===== src/rtl/ctxc_inval_pkg.sv =====
package ctxc_inval_pkg;

   localparam int REG_W    = 64;
   localparam int BYTE_W   = 8;
   localparam int N_LANES  = REG_W / BYTE_W;
   localparam int GRAN_W   = 2;

   // Bit positions that software and hardware both decode
   localparam int GO_POS   = 63;
   localparam int RQG_LO   = 61;
   localparam int ACG_LO   = 59;
   localparam int DOM_LO   = 0;
   localparam int SRC_LO   = 16;
   localparam int ID_LANES = 4;
   localparam int ID_W     = ID_LANES * BYTE_W;
   localparam int GO_LANE  = GO_POS / BYTE_W;

   typedef logic [GRAN_W-1:0] gran_t;

   localparam gran_t GRAN_RSVD   = 2'b00;
   localparam gran_t GRAN_GLOBAL = 2'b01;
   localparam gran_t GRAN_DOMAIN = 2'b10;
   localparam gran_t GRAN_DEVICE = 2'b11;

   typedef enum logic [1:0] {
      SEQ_IDLE  = 2'd0,
      SEQ_FLUSH = 2'd1,
      SEQ_INVAL = 2'd2,
      SEQ_DONE  = 2'd3
   } seq_state_e;

   function automatic gran_t effective_gran(input gran_t g);
      return (g == GRAN_RSVD) ? GRAN_GLOBAL : g;
   endfunction

endpackage


===== src/rtl/ctxc_field_store.sv =====
module ctxc_field_store
   import ctxc_inval_pkg::*;
#(
   parameter int DOM_W = 16,
   parameter int SRC_W = 16
) (
   input  logic                clk,
   input  logic                rst_n,
   input  logic                wr_ok,
   input  logic [ID_LANES-1:0] wr_id_be,
   input  logic                wr_rq_be,
   input  logic [ID_W-1:0]     wr_id,
   input  gran_t               wr_rq,
   input  logic                done_pulse,
   input  gran_t               done_gran,
   output gran_t               req_gran,
   output gran_t               act_gran,
   output logic [DOM_W-1:0]    dom_id,
   output logic [SRC_W-1:0]    src_id
);

   localparam logic [ID_W-1:0] DOM_KEEP = ((ID_W'(1) << DOM_W) - ID_W'(1)) << DOM_LO;
   localparam logic [ID_W-1:0] SRC_KEEP = ((ID_W'(1) << SRC_W) - ID_W'(1)) << SRC_LO;
   localparam logic [ID_W-1:0] ID_KEEP  = DOM_KEEP | SRC_KEEP;

   logic [ID_W-1:0] id_q, id_d;
   gran_t           rq_q, ac_q;

   // One next-value slice per identifier byte lane
   for (genvar l = 0; l < ID_LANES; l++) begin : g_lane
      assign id_d[l*BYTE_W +: BYTE_W] =
         (wr_ok && wr_id_be[l]) ? (wr_id[l*BYTE_W +: BYTE_W] & ID_KEEP[l*BYTE_W +: BYTE_W])
                                : id_q[l*BYTE_W +: BYTE_W];
   end

   always_ff @(posedge clk) begin
      if (!rst_n) begin
         id_q <= '0;
         rq_q <= GRAN_RSVD;
         ac_q <= GRAN_RSVD;
      end else begin
         id_q <= id_d;
         if (wr_ok && wr_rq_be) rq_q <= wr_rq;
         if (done_pulse)        ac_q <= done_gran;
      end
   end

   assign req_gran = rq_q;
   assign act_gran = ac_q;
   assign dom_id   = id_q[DOM_LO +: DOM_W];
   assign src_id   = id_q[SRC_LO +: SRC_W];

   // the actual-granularity field takes the value reported at completion
   a_r9_act_capture: assert property (@(posedge clk) disable iff (!rst_n)
      done_pulse |=> act_gran == $past(done_gran));

endmodule


===== src/rtl/ctxc_inval_seq.sv =====
module ctxc_inval_seq
   import ctxc_inval_pkg::*;
#(
   parameter bit FLUSH_EN = 1'b1
) (
   input  logic  clk,
   input  logic  rst_n,
   input  logic  start,
   input  logic  flush_cap,
   input  logic  flush_ack,
   input  logic  inv_ack,
   input  gran_t inv_ack_gran,
   output logic  busy,
   output logic  flush_req,
   output logic  inv_req,
   output logic  done_pulse,
   output gran_t done_gran
);

   seq_state_e state_q;
   logic       cap_q;
   logic       cap_eff;
   gran_t      ack_gran_q;

   if (FLUSH_EN) begin : g_flush
      assign cap_eff = flush_cap;
   end else begin : g_noflush
      logic unused_cap;
      assign unused_cap = flush_cap;
      assign cap_eff    = 1'b0;
   end

   always_ff @(posedge clk) begin
      if (!rst_n) begin
         state_q    <= SEQ_IDLE;
         cap_q      <= 1'b0;
         ack_gran_q <= GRAN_RSVD;
      end else begin
         unique case (state_q)
            SEQ_IDLE: begin
               if (start) begin
                  cap_q   <= cap_eff;
                  state_q <= cap_eff ? SEQ_FLUSH : SEQ_INVAL;
               end
            end
            SEQ_FLUSH: begin
               if (flush_ack) state_q <= SEQ_INVAL;
            end
            SEQ_INVAL: begin
               if (inv_ack) begin
                  ack_gran_q <= inv_ack_gran;
                  state_q    <= SEQ_DONE;
               end
            end
            SEQ_DONE: state_q <= SEQ_IDLE;
            default:  state_q <= SEQ_IDLE;
         endcase
      end
   end

   assign busy       = (state_q != SEQ_IDLE);
   assign flush_req  = (state_q == SEQ_FLUSH);
   assign inv_req    = (state_q == SEQ_INVAL);
   assign done_pulse = (state_q == SEQ_DONE);
   assign done_gran  = ack_gran_q;

   // with the flush capability, the cache request follows the flush acknowledge
   a_r6_flush_first: assert property (@(posedge clk) disable iff (!rst_n)
      $rose(inv_req) && cap_q |-> $past(flush_ack));

   // without the capability, the cache request follows the start write directly
   a_r7_direct: assert property (@(posedge clk) disable iff (!rst_n)
      $rose(inv_req) && !cap_q |-> $past(start));

   // an acknowledged request completes in the next cycle, then goes idle
   a_r9_complete: assert property (@(posedge clk) disable iff (!rst_n)
      inv_req && inv_ack |=> done_pulse && !inv_req);
   a_r9_idle_after: assert property (@(posedge clk) disable iff (!rst_n)
      done_pulse |=> !busy);

   // stray acknowledges do not move an idle sequencer
   a_r10_idle_hold: assert property (@(posedge clk) disable iff (!rst_n)
      !busy && !start |=> !busy);

endmodule


===== src/rtl/ctxc_inval_cmd.sv =====
module ctxc_inval_cmd
   import ctxc_inval_pkg::*;
#(
   parameter int                ADDR_W     = 12,
   parameter logic [ADDR_W-1:0] REG_OFFSET = 12'h028,
   parameter int                DOM_W      = 16,
   parameter int                SRC_W      = 16,
   parameter bit                FLUSH_EN   = 1'b1
) (
   input  logic              clk,
   input  logic              rst_n,
   input  logic [ADDR_W-1:0] reg_addr,
   input  logic              reg_wr,
   input  logic [7:0]        reg_be,
   input  logic [63:0]       reg_wdata,
   output logic [63:0]       reg_rdata,
   input  logic              flush_cap,
   output logic              flush_req,
   input  logic              flush_ack,
   output logic              inv_req,
   output logic [1:0]        inv_gran,
   output logic [DOM_W-1:0]  inv_dom,
   output logic [SRC_W-1:0]  inv_src,
   input  logic              inv_ack,
   input  logic [1:0]        inv_ack_gran
);

   // Elaboration-time parameter checks
   if (ADDR_W < 4)
      $error("ADDR_W must be at least 4");
   if (REG_OFFSET[2:0] != 3'b000)
      $error("REG_OFFSET must be 8-byte aligned");
   if (DOM_W < 1 || DOM_W > SRC_LO - DOM_LO)
      $error("DOM_W must fit its two byte lanes");
   if (SRC_W < 1 || SRC_W > ID_W - SRC_LO)
      $error("SRC_W must fit its two byte lanes");
   if (RQG_LO / BYTE_W != GO_LANE || (RQG_LO + GRAN_W - 1) / BYTE_W != GO_LANE)
      $error("requested-granularity field must share the top lane with the go bit");

   logic  hit, wr_ok, start, busy, done_pulse;
   gran_t req_gran, act_gran, done_gran;
   logic [DOM_W-1:0] dom_id;
   logic [SRC_W-1:0] src_id;
   logic [REG_W-1:0] image;

   assign hit   = (reg_addr == REG_OFFSET);
   assign wr_ok = reg_wr && hit && !busy;
   assign start = wr_ok && reg_be[GO_LANE] && reg_wdata[GO_POS];

   // Write-data bits and lanes with no writable storage behind them
   logic unused_wbits;
   assign unused_wbits = ^{reg_wdata[RQG_LO-1:ID_W], reg_be[GO_LANE-1:ID_LANES]};

   ctxc_field_store #(
      .DOM_W(DOM_W),
      .SRC_W(SRC_W)
   ) u_store (
      .clk        (clk),
      .rst_n      (rst_n),
      .wr_ok      (wr_ok),
      .wr_id_be   (reg_be[ID_LANES-1:0]),
      .wr_rq_be   (reg_be[GO_LANE]),
      .wr_id      (reg_wdata[ID_W-1:0]),
      .wr_rq      (reg_wdata[RQG_LO +: GRAN_W]),
      .done_pulse (done_pulse),
      .done_gran  (done_gran),
      .req_gran   (req_gran),
      .act_gran   (act_gran),
      .dom_id     (dom_id),
      .src_id     (src_id)
   );

   ctxc_inval_seq #(
      .FLUSH_EN(FLUSH_EN)
   ) u_seq (
      .clk          (clk),
      .rst_n        (rst_n),
      .start        (start),
      .flush_cap    (flush_cap),
      .flush_ack    (flush_ack),
      .inv_ack      (inv_ack),
      .inv_ack_gran (inv_ack_gran),
      .busy         (busy),
      .flush_req    (flush_req),
      .inv_req      (inv_req),
      .done_pulse   (done_pulse),
      .done_gran    (done_gran)
   );

   always_comb begin
      image                      = '0;
      image[GO_POS]              = busy;
      image[RQG_LO +: GRAN_W]    = req_gran;
      image[ACG_LO +: GRAN_W]    = act_gran;
      image[DOM_LO +: DOM_W]     = dom_id;
      image[SRC_LO +: SRC_W]     = src_id;
   end

   assign reg_rdata = hit ? image : '0;
   assign inv_gran  = effective_gran(req_gran);
   assign inv_dom   = dom_id;
   assign inv_src   = src_id;

   // no field changes while an operation is in flight
   a_r5_frozen: assert property (@(posedge clk) disable iff (!rst_n)
      busy |=> $stable(req_gran) && $stable(dom_id) && $stable(src_id));

   // the request payload is held until acknowledged
   a_r8_payload_stable: assert property (@(posedge clk) disable iff (!rst_n)
      inv_req && !inv_ack |=> inv_req && $stable(inv_gran) && $stable(inv_dom) && $stable(inv_src));

   // the reserved code never reaches the cache
   a_r8_no_reserved: assert property (@(posedge clk) disable iff (!rst_n)
      inv_req |-> inv_gran != GRAN_RSVD);

endmodule


===== config.mk =====
export PLATFORM = sky130hd
export DESIGN_NAME = ctxc_inval_cmd
export DESIGN_NICKNAME = d
export VERILOG_FILES = /design/src/rtl/ctxc_inval_pkg.sv /design/src/rtl/ctxc_field_store.sv /design/src/rtl/ctxc_inval_seq.sv /design/src/rtl/ctxc_inval_cmd.sv
export SDC_FILE = /design/constraint.sdc
export NUM_CORES = 1
export LEC_CHECK = 0
export ABC_AREA = 1
export ABC_CLOCK_PERIOD_IN_PS = 1800
export BUFFER_PORTS_ARGS = -buffer_cell sky130_fd_sc_hd__buf_2
export CAP_MARGIN = 20
export CORE_ASPECT_RATIO = 1.5
export CORE_MARGIN = 2
export CORE_UTILIZATION = 39
export DETAILED_ROUTE_END_ITERATION = 12
export GPL_TIMING_DRIVEN = 0
export HOLD_SLACK_MARGIN = 0.02
export PLACE_DENSITY = 0.85
export REMOVE_ABC_BUFFERS = 1
export SETUP_SLACK_MARGIN = 0.05
export SLEW_MARGIN = 15
export SYNTH_ARGS = -nofsm -noshare
export SYNTH_HDL_FRONTEND = slang
export SYNTH_SLANG_ARGS = --single-unit

===== constraint.sdc =====
create_clock -name clk -period 1.8 [get_ports clk]
set_input_delay 0.27 -clock clk [delete_from_list [all_inputs] [get_ports clk]]
set_output_delay 0.27 -clock clk [all_outputs]
set_load 0.02 [all_outputs]

Word level (Yosys, flattened, before mapping) --
Cells that the tools add are included.
Storage, ports and cells: bits of input ports 92, bits in registers 40, output and inout port bits 100
Operators by class: mux-type cells 7, equal/unequal tests 7, reductions and logical operators 14
Operators with widths (number):
- 64-bit two-way mux | 1
- 12-bit by 6-bit equality test with 1-bit output, second input constant | 1
- 2-bit two-way mux | 5
- 1-bit logical AND | 8
- 2-bit case mux with 4 select lines | 1
- 2-bit equality test, second input constant | 2
- 2-bit zero test | 2
- 2-bit by 1-bit != test with 1-bit output, second input constant | 2
- 3-bit AND reduction | 1
- 2-bit by 1-bit equality test with 1-bit output, second input constant | 1
- 2-bit != test, second input constant | 1
- 2-bit AND reduction | 1
- 2-bit nonzero test | 1
- 1-bit zero test | 1

Longest topological paths before layout --
Gate-level depths: netlist (run 1).
depth after elaboration 7, mapped depth 10

By module --
A second synthesis (run 1) with hierarchy kept.
Unflattened totals: cell total of the unflattened synthesis 393, area total of the unflattened synthesis 2381.0 sq um
Modules (own cells, without submodules):
- ctxc_field_store | instances 1, cells an instance 226, area each 1461.4 sq um
- ctxc_inval_cmd | instances 1, cells an instance 126, area each 640.6 sq um
- ctxc_inval_seq | instances 1, cells an instance 41, area each 279.0 sq um

Worst setup path before layout (run 1) --
No wires, ideal clock.
kind input port to output port, start point input port reg_addr[8], end point output port reg_rdata[0], arrival time 1.196 ns, stages on the path 8, data required time 1.530 ns, buffers on the path 1, setup slack 0.334 ns, path through inv_1 -> nand2_1 -> nor2_1 -> nand2_1 -> nor2_4 -> inv_2 -> buf_1 -> nor2_1
Between the ends: word-level cells in the longest chain between the ends 2
RTL lines:
- start: declaration | RTL line ctxc_inval_cmd.sv:12 | input logic [ADDR_W-1:0] reg_addr,
- 12-bit by 6-bit equality test with 1-bit output | RTL line ctxc_inval_cmd.sv:46 | assign hit = (reg_addr == REG_OFFSET);
- 64-bit two-way mux | RTL line ctxc_inval_cmd.sv:99 | assign reg_rdata = hit ? image : '0;
- end: declaration | RTL line ctxc_inval_cmd.sv:16 | output logic [63:0] reg_rdata,
Every way passes these cells.

Worst setup path in the final report (run 1) --
start point input port reg_addr[9], end point output port reg_rdata[14]
The elaborated chain is that of the path after synthesis.

==> results of run 1 <==
-- how the worst max path moves through the flow --
stage,slack (ns),to
3_3_place_gp,-0.57,u_store.id_q[14]$_SDFFE_PN0P_
4_1_cts,0.05,reg_rdata[9]
2_1_floorplan,-0.13,u_store.id_q[0]$_SDFFE_PN0P_
5_1_grt,0.05,u_store.id_q[24]$_SDFFE_PN0P_
3_5_place_dp,-0.17,u_store.id_q[23]$_SDFFE_PN0P_
6_report,0.16,reg_rdata[14]
-- worst max-delay path: cells and delay by family --
kind,cells,cell delay [ns]
and+or+nand+nor,5,0.63
buffers and inverters,4,0.46
-- metrics by stage --
step	hold WS [ns]	power (mW)	setup TNS, ns
final	0.214	1.99	0
after global placement	0.444	1.36	-14.11
after CTS	0.201	2.01	0
after global routing	0.200	2.13	0
after floorplan	0.391	1.24	-2.55
after detailed placement	0.459	1.37	-3.11
-- cell families after synthesis --
kind of cell | after synthesis | synth area share [%]
compound gates | 45 | 9.74
fa+ha+maj | 5 | 2.66
buf+inv | 96 | 20.9
flops | 40 | 34.1
other cells | 1 | 0.160
simple gates | 137 | 32.5
-- timing repair --
item,in CTS,in global routing
setup endpoints to repair,34,69
pin swaps,0,2
resized for setup,2,10
cloned,0,1
setup buffers,0,10
-- sequential cells by signal (all words and copies together) (netlist names) --
name / cells
u_store.act_gran: 2
u_store.req_gran: 2
u_store.id_q: 32
u_seq.state_q: 2
u_seq.done_gran: 2
-- cells in the final DEF (no fill, tap or decap), drive strengths merged --
master and instances:
nand2 14, a21oi 4, dfxtp 40, o22ai 1, buf 143, nor3 34
clkbuf 7, conb 27, clkinv 4, nor2 86, nand4 1, inv 53
o21ai 39, nand3b 1, o21a 1, ha 5, clkinvlp 1, nand3 2
-- per-layer routing --
layer  vias up  wire length (µm)  part of all wire [%]
met5         -                 0                     0
met4         0                59                   1.0
met3         5               340                   5.9
met2       105              3070                    53
met1      1046              2290                    40
li1       1221                 -                     -
-- synthesized netlist by cell type --
cell | n | area [µm²]
nor3_1 | 4 | 20.0
buf_4 | 27 | 203
dfxtp_1 | 40 | 801
nand3_1 | 2 | 10.0
nor2_8 | 2 | 40.0
clkbuf_1 | 5 | 18.8
conb_1 | 1 | 3.75
ha_1 | 5 | 62.6
nor2_4 | 1 | 11.3
nor2_2 | 2 | 12.5
inv_2 | 1 | 3.75
a21oi_1 | 4 | 20.0
o21ai_0 | 39 | 195
o22ai_1 | 1 | 6.26
buf_1 | 3 | 11.3
nand4_1 | 1 | 6.26
inv_1 | 52 | 195
o21a_1 | 1 | 7.51
buf_6 | 4 | 45.0
nand3b_1 | 1 | 7.51
nor3_2 | 30 | 300
nor2_1 | 81 | 304
clkinv_1 | 4 | 15.0
nand2_2 | 1 | 6.26
nand2_1 | 12 | 45.0
-- power breakdown --
part	total (mW)	switching [mW]	internal, mW
combinational	0.440	0.287	0.153
sequential	0.938	0.0240	0.914
clock	0.615	0.303	0.312
-- final cells by class --
| class | instances | area (µm²) | area share (%) |
|---|---|---|---|
| inverter | 57 | 224 | 7.09 |
| tap | 72 | 90.1 | 2.85 |
| clock inverter | 1 | 7.51 | 0.238 |
| timing repair buffer | 143 | 763 | 24.1 |
| multi-input combinational | 215 | 1190 | 37.6 |
| clock buffer | 7 | 86.3 | 2.73 |
| sequential | 40 | 801 | 25.3 |
==> results_dict.tcl, run 1 <==
set metrics [dict create \
    worst_pin_slew_ns 0.580 \
    finalCritPeriodShare_pct 91.0 \
    synthesis.area_um2 2350 \
    core_region_area_um2 5830 \
    critical_path.max_stage_delay_ns 0.27 \
    grt_use_total_pct 16.6 \
    dpl_worst_slack_ns -0.169 \
    reg2reg_to "u_store.id_q[30]$_SDFFE_PN0P_" \
    dp.final_hpwl_um 4290 \
    cts.sinks 40 \
    grt_use_met3_pct 3.17 \
    worstPathRequired_ns 1.53 \
    startpoint "reg_addr[9]" \
    fmax_ghz 0.610 \
    drt_first_pass_iters 4 \
    die_w_um 67.4 \
    drt-vias-per-instance 4.44 \
    die_area_um2 6680 \
    hp-class "in -> reg" \
    critPathKind "in -> out" \
    cp-start-kind "input port" \
    fin_crit_ns 1.64 \
    rsz0062_at_grt "false" \
    nNetsFinal 559 \
    hold_end "u_store.id_q[31]$_SDFFE_PN0P_" \
    vias 2377 \
    insertion_delay_ns 0.28 \
    instances_no_fill 535 \
    cp.arrival_ns 1.37 \
    cts_hold_buffers 0 \
    clk_pin_slew_ns 0.08 \
    cts.htree.levels 2 \
    dp_cells 516 \
    num_antenna_cells 0 \
    nFillCells 562 \
    antenna_found_initial 0 \
    regToRegSetupSlack_ns 0.21 \
    leakage_nw 1.62 \
    ys_types 25 \
    grt_pass1_vias 2048 \
    grt_pass1_wl_um 8780 \
    holdPathStages 3 \
    hp-start "reg_wdata[31]" \
    chipHeight_um 99.1 \
    hold_violations 0 \
    cts_tree "done" \
    placementRows 34 \
    grt_util_met1_pct 17.7 \
    wl_per_cell_um 10.8 \
    status "finished clean" \
    place.gp.congestion 0.724 \
    routed_wl_um 5760 \
    ys_warn_count 0 \
    setup_viol_count_final 0 \
    slowest_stage "nor2_4" \
    route.detailed.drc 0 \
    end_kind "output port" \
    finish.instance_area_um2 3160 \
    placed_area_um2 2940 \
    portBuffers 132 \
    start_util_pct 40.3 \
    slew_violations 0 \
    seq_area_frac_synth_pct 34.1 \
    worstReg2RegStart "u_seq.state_q[0]$_SDFFE_PN0P_" \
    final_layout_size_suffix_gt1_share_pct 41.0 \
    p_per_area_nw_per_um2 631 \
    io_pins 192 \
    synth_seq_cells 40 \
    first_iter_violations 48 \
    ff2ff_path_depth 9 \
    syn_area_per_cell_um2 7.26 \
    utilization_pct 54.2 \
    root_buffer "clkbuf_8" \
    path_cells "buf_2 > inv_1 > nand2_1 > nor2_1 > nand2_1 > nor2_4 > inv_8 > nor2_1 > buf_2" \
    slew_headroom_pct 61.3 \
    tritoncts.num_buffers 5 \
    cap_violations 0 \
    syn2layout_area_growth_pct 34.4 \
    grtUsageMet2_pct 31.1 \
    fin_skew_ns 0.00578 \
    ir_worst_vdd_mv 0.503 \
    grt_max_degree 41 \
    clockBufferDepth 2 \
    crit_path_max_fanout 37 \
    grt-ovfl-total 0 \
    setup_ws_ns 0.162 \
    busiest_layer "met2" \
    syn_inst 324 \
    ant_nets 0 \
]
Note: power is estimated with default switching activity, not from simulation.
==> run 2: changes to the inputs <==
==> constraint.sdc (replaced) <==
create_clock -name clk -period 1.8 [get_ports clk]
set_input_delay 0.18 -clock clk [delete_from_list [all_inputs] [get_ports clk]]
set_output_delay 0.18 -clock clk [all_outputs]
set_load 0.02 [all_outputs]
==> results_dict.tcl, run 2 (synthesis gave the netlist of run 1 again) <==
set metrics [dict create \
    drt-vias-per-instance 4.50 \
    intPower_mw 1.38 \
    ant_nets 0 \
    crit_path_max_fanout 14 \
    pwr-share-comb_pct 22.1 \
    worstPathRequired_ns 1.98 \
    place.gp.congestion 0.724 \
    die_area_um2 6680 \
    cp-start-kind "flip-flop" \
    placed_area_um2 2940 \
    worstReg2RegStart "u_seq.state_q[0]$_SDFFE_PN0P_" \
    rsz0062_at_grt "false" \
    cap_violations 0 \
    p_sw_share_pct 30.8 \
    p_per_area_nw_per_um2 634 \
    startpoint "u_seq.state_q[0]$_SDFFE_PN0P_" \
    root_buffer "clkbuf_8" \
    portBuffers 132 \
    drt_first_pass_iters 4 \
    grt_pass1_wl_um 8780 \
    critPathBufInv 4 \
    grt_max_degree 41 \
    setup_ws_ns 0.206 \
    cp_top_family "buffers and inverters" \
    reg2reg_to "u_store.id_q[30]$_SDFFE_PN0P_" \
    start_util_pct 40.3 \
    placementRows 34 \
    cp.arrival_ns 1.77 \
    largest_reg_flops 32 \
    nNetsFinal 558 \
    wl_per_cell_um 10.8 \
    ff2ff_path_depth 9 \
    setup_viol_count_final 0 \
    final_common_cell "buf_2" \
    p_total_mw 1.99 \
    chipHeight_um 99.1 \
    end_kind "flip-flop" \
    num_antenna_cells 0 \
    p_sw_uw 615 \
    ir_worst_vdd_mv 0.503 \
    insertion_delay_ns 0.28 \
    grt_use_total_pct 16.6 \
    tritoncts.num_buffers 5 \
    nFillCells 564 \
    slowest_stage "dfxtp_1" \
    cts.htree.levels 2 \
    critical_path.max_stage_delay_ns 0.35 \
    fin_skew_ns 0.00539 \
    layout_common_cells "buf_2, nor2_1, inv_1, dfxtp_1, o21ai_0" \
    largest_register "u_store.id_q" \
    antenna_found_initial 0 \
    grt_pass1_vias 2048 \
    power_frac_seq_pct 47.1 \
    fmax_ghz 0.627 \
    clockBufferDepth 2 \
    hold_violations 0 \
    grt-ovfl-total 0 \
    regToRegSetupSlack_ns 0.21 \
    vias 2402 \
    core_region_area_um2 5830 \
    pwr-share-clk_pct 30.8 \
    io_pins 192 \
    hold_ws_ns 0.124 \
    hp-class "in -> reg" \
    clk_pin_slew_ns 0.08 \
    slew_violations 0 \
    die_w_um 67.4 \
    path_depth 9 \
    leakage_nw 1.61 \
    status "finished clean" \
    dpl_worst_slack_ns -0.169 \
    cts_tree "done" \
    route.detailed.drc 0 \
    path_cells "inv_1 > ha_2 > nand2_1 > inv_4 > nand2_8 > buf_16 > buf_4 > nor3_2 > nor2_1" \
    dp.final_hpwl_um 4290 \
    critPathKind "reg -> reg" \
    worst_pin_slew_ns 0.593 \
    cts.sinks 40 \
    utilization_pct 54.0 \
    finalCritPeriodShare_pct 88.6 \
    critPathCapture "u_store.id_q[30]$_SDFFE_PN0P_" \
    final_layout_size_suffix_gt1_share_pct 40.9 \
    slew_headroom_pct 60.5 \
    first_iter_violations 64 \
    syn2layout_area_growth_pct 33.9 \
    fin_crit_ns 1.59 \
    routed_wl_um 5740 \
    finish.instance_area_um2 3150 \
]
[run 2: cell type report]
cell class                      count  area, µm²  share of cell area, %
Multi-Input combinational cell    215       1190                   37.8
Sequential cell                    40        801                   25.4
Timing Repair Buffer              142        756                   24.0
Inverter                           57        219                   6.96
Tap cell                           72       90.1                   2.86
Clock buffer                        7       86.3                   2.74
Clock inverter                      1       7.51                  0.238
[run 2: metrics by stage]
step           setup TNS [ns]  std cells
6_report                    0        534
2_1_floorplan           -2.55        311
3_5_place_dp            -3.11        516
3_3_place_gp           -14.11        515
5_1_grt                     0        534
4_1_cts                     0        524
[run 2: repair_timing]
action	CTS	global route
gates cloned	0	1
hold buffers	0	0
gates resized for setup	2	8
buffers inserted	0	9
endpoints found under the setup margin	34	32
pin swaps	0	1
[run 2: power groups by stage]
stage / sequential, mW / combinational (mW) / clock [mW]
after floorplan: 0.952 / 0.285 / 0
after global placement: 0.958 / 0.400 / 0
after detailed placement: 0.959 / 0.413 / 0
after CTS: 0.938 / 0.424 / 0.645
after global routing: 0.943 / 0.507 / 0.678
final: 0.938 / 0.442 / 0.614
[run 2: layer usage]
layer / up-vias / track usage [%] / wire length [µm]
li1: 1220 / - / -
met5: - / 0 / 0
met3: 7 / 3.17 / 336
met4: 0 / 6.12 / 72
met1: 1070 / 17.7 / 2280
met2: 105 / 31.1 / 3050
[run 2: tightest hold or removal path, cell delays in order]
cell and delay, ns:
buf_2 0.08, nor3_2 0.03, nor2_1 0.08
[run 2: how the worst min path moves through the flow]
stage	end	slack (ns)	startpoint	cells past startpoint
after global placement	u_store.id_q[17]$_SDFFE_PN0P_	0.41	reg_wdata[17]	3
after global routing	u_store.id_q[20]$_SDFFE_PN0P_	0.11	reg_wdata[20]	3
after floorplan	u_seq.state_q[0]$_SDFFE_PN0P_	0.30	rst_n	2
final	u_store.id_q[31]$_SDFFE_PN0P_	0.12	reg_wdata[31]	3
after CTS	u_store.id_q[17]$_SDFFE_PN0P_	0.11	reg_wdata[17]	3
after detailed placement	u_store.id_q[17]$_SDFFE_PN0P_	0.42	reg_wdata[17]	3
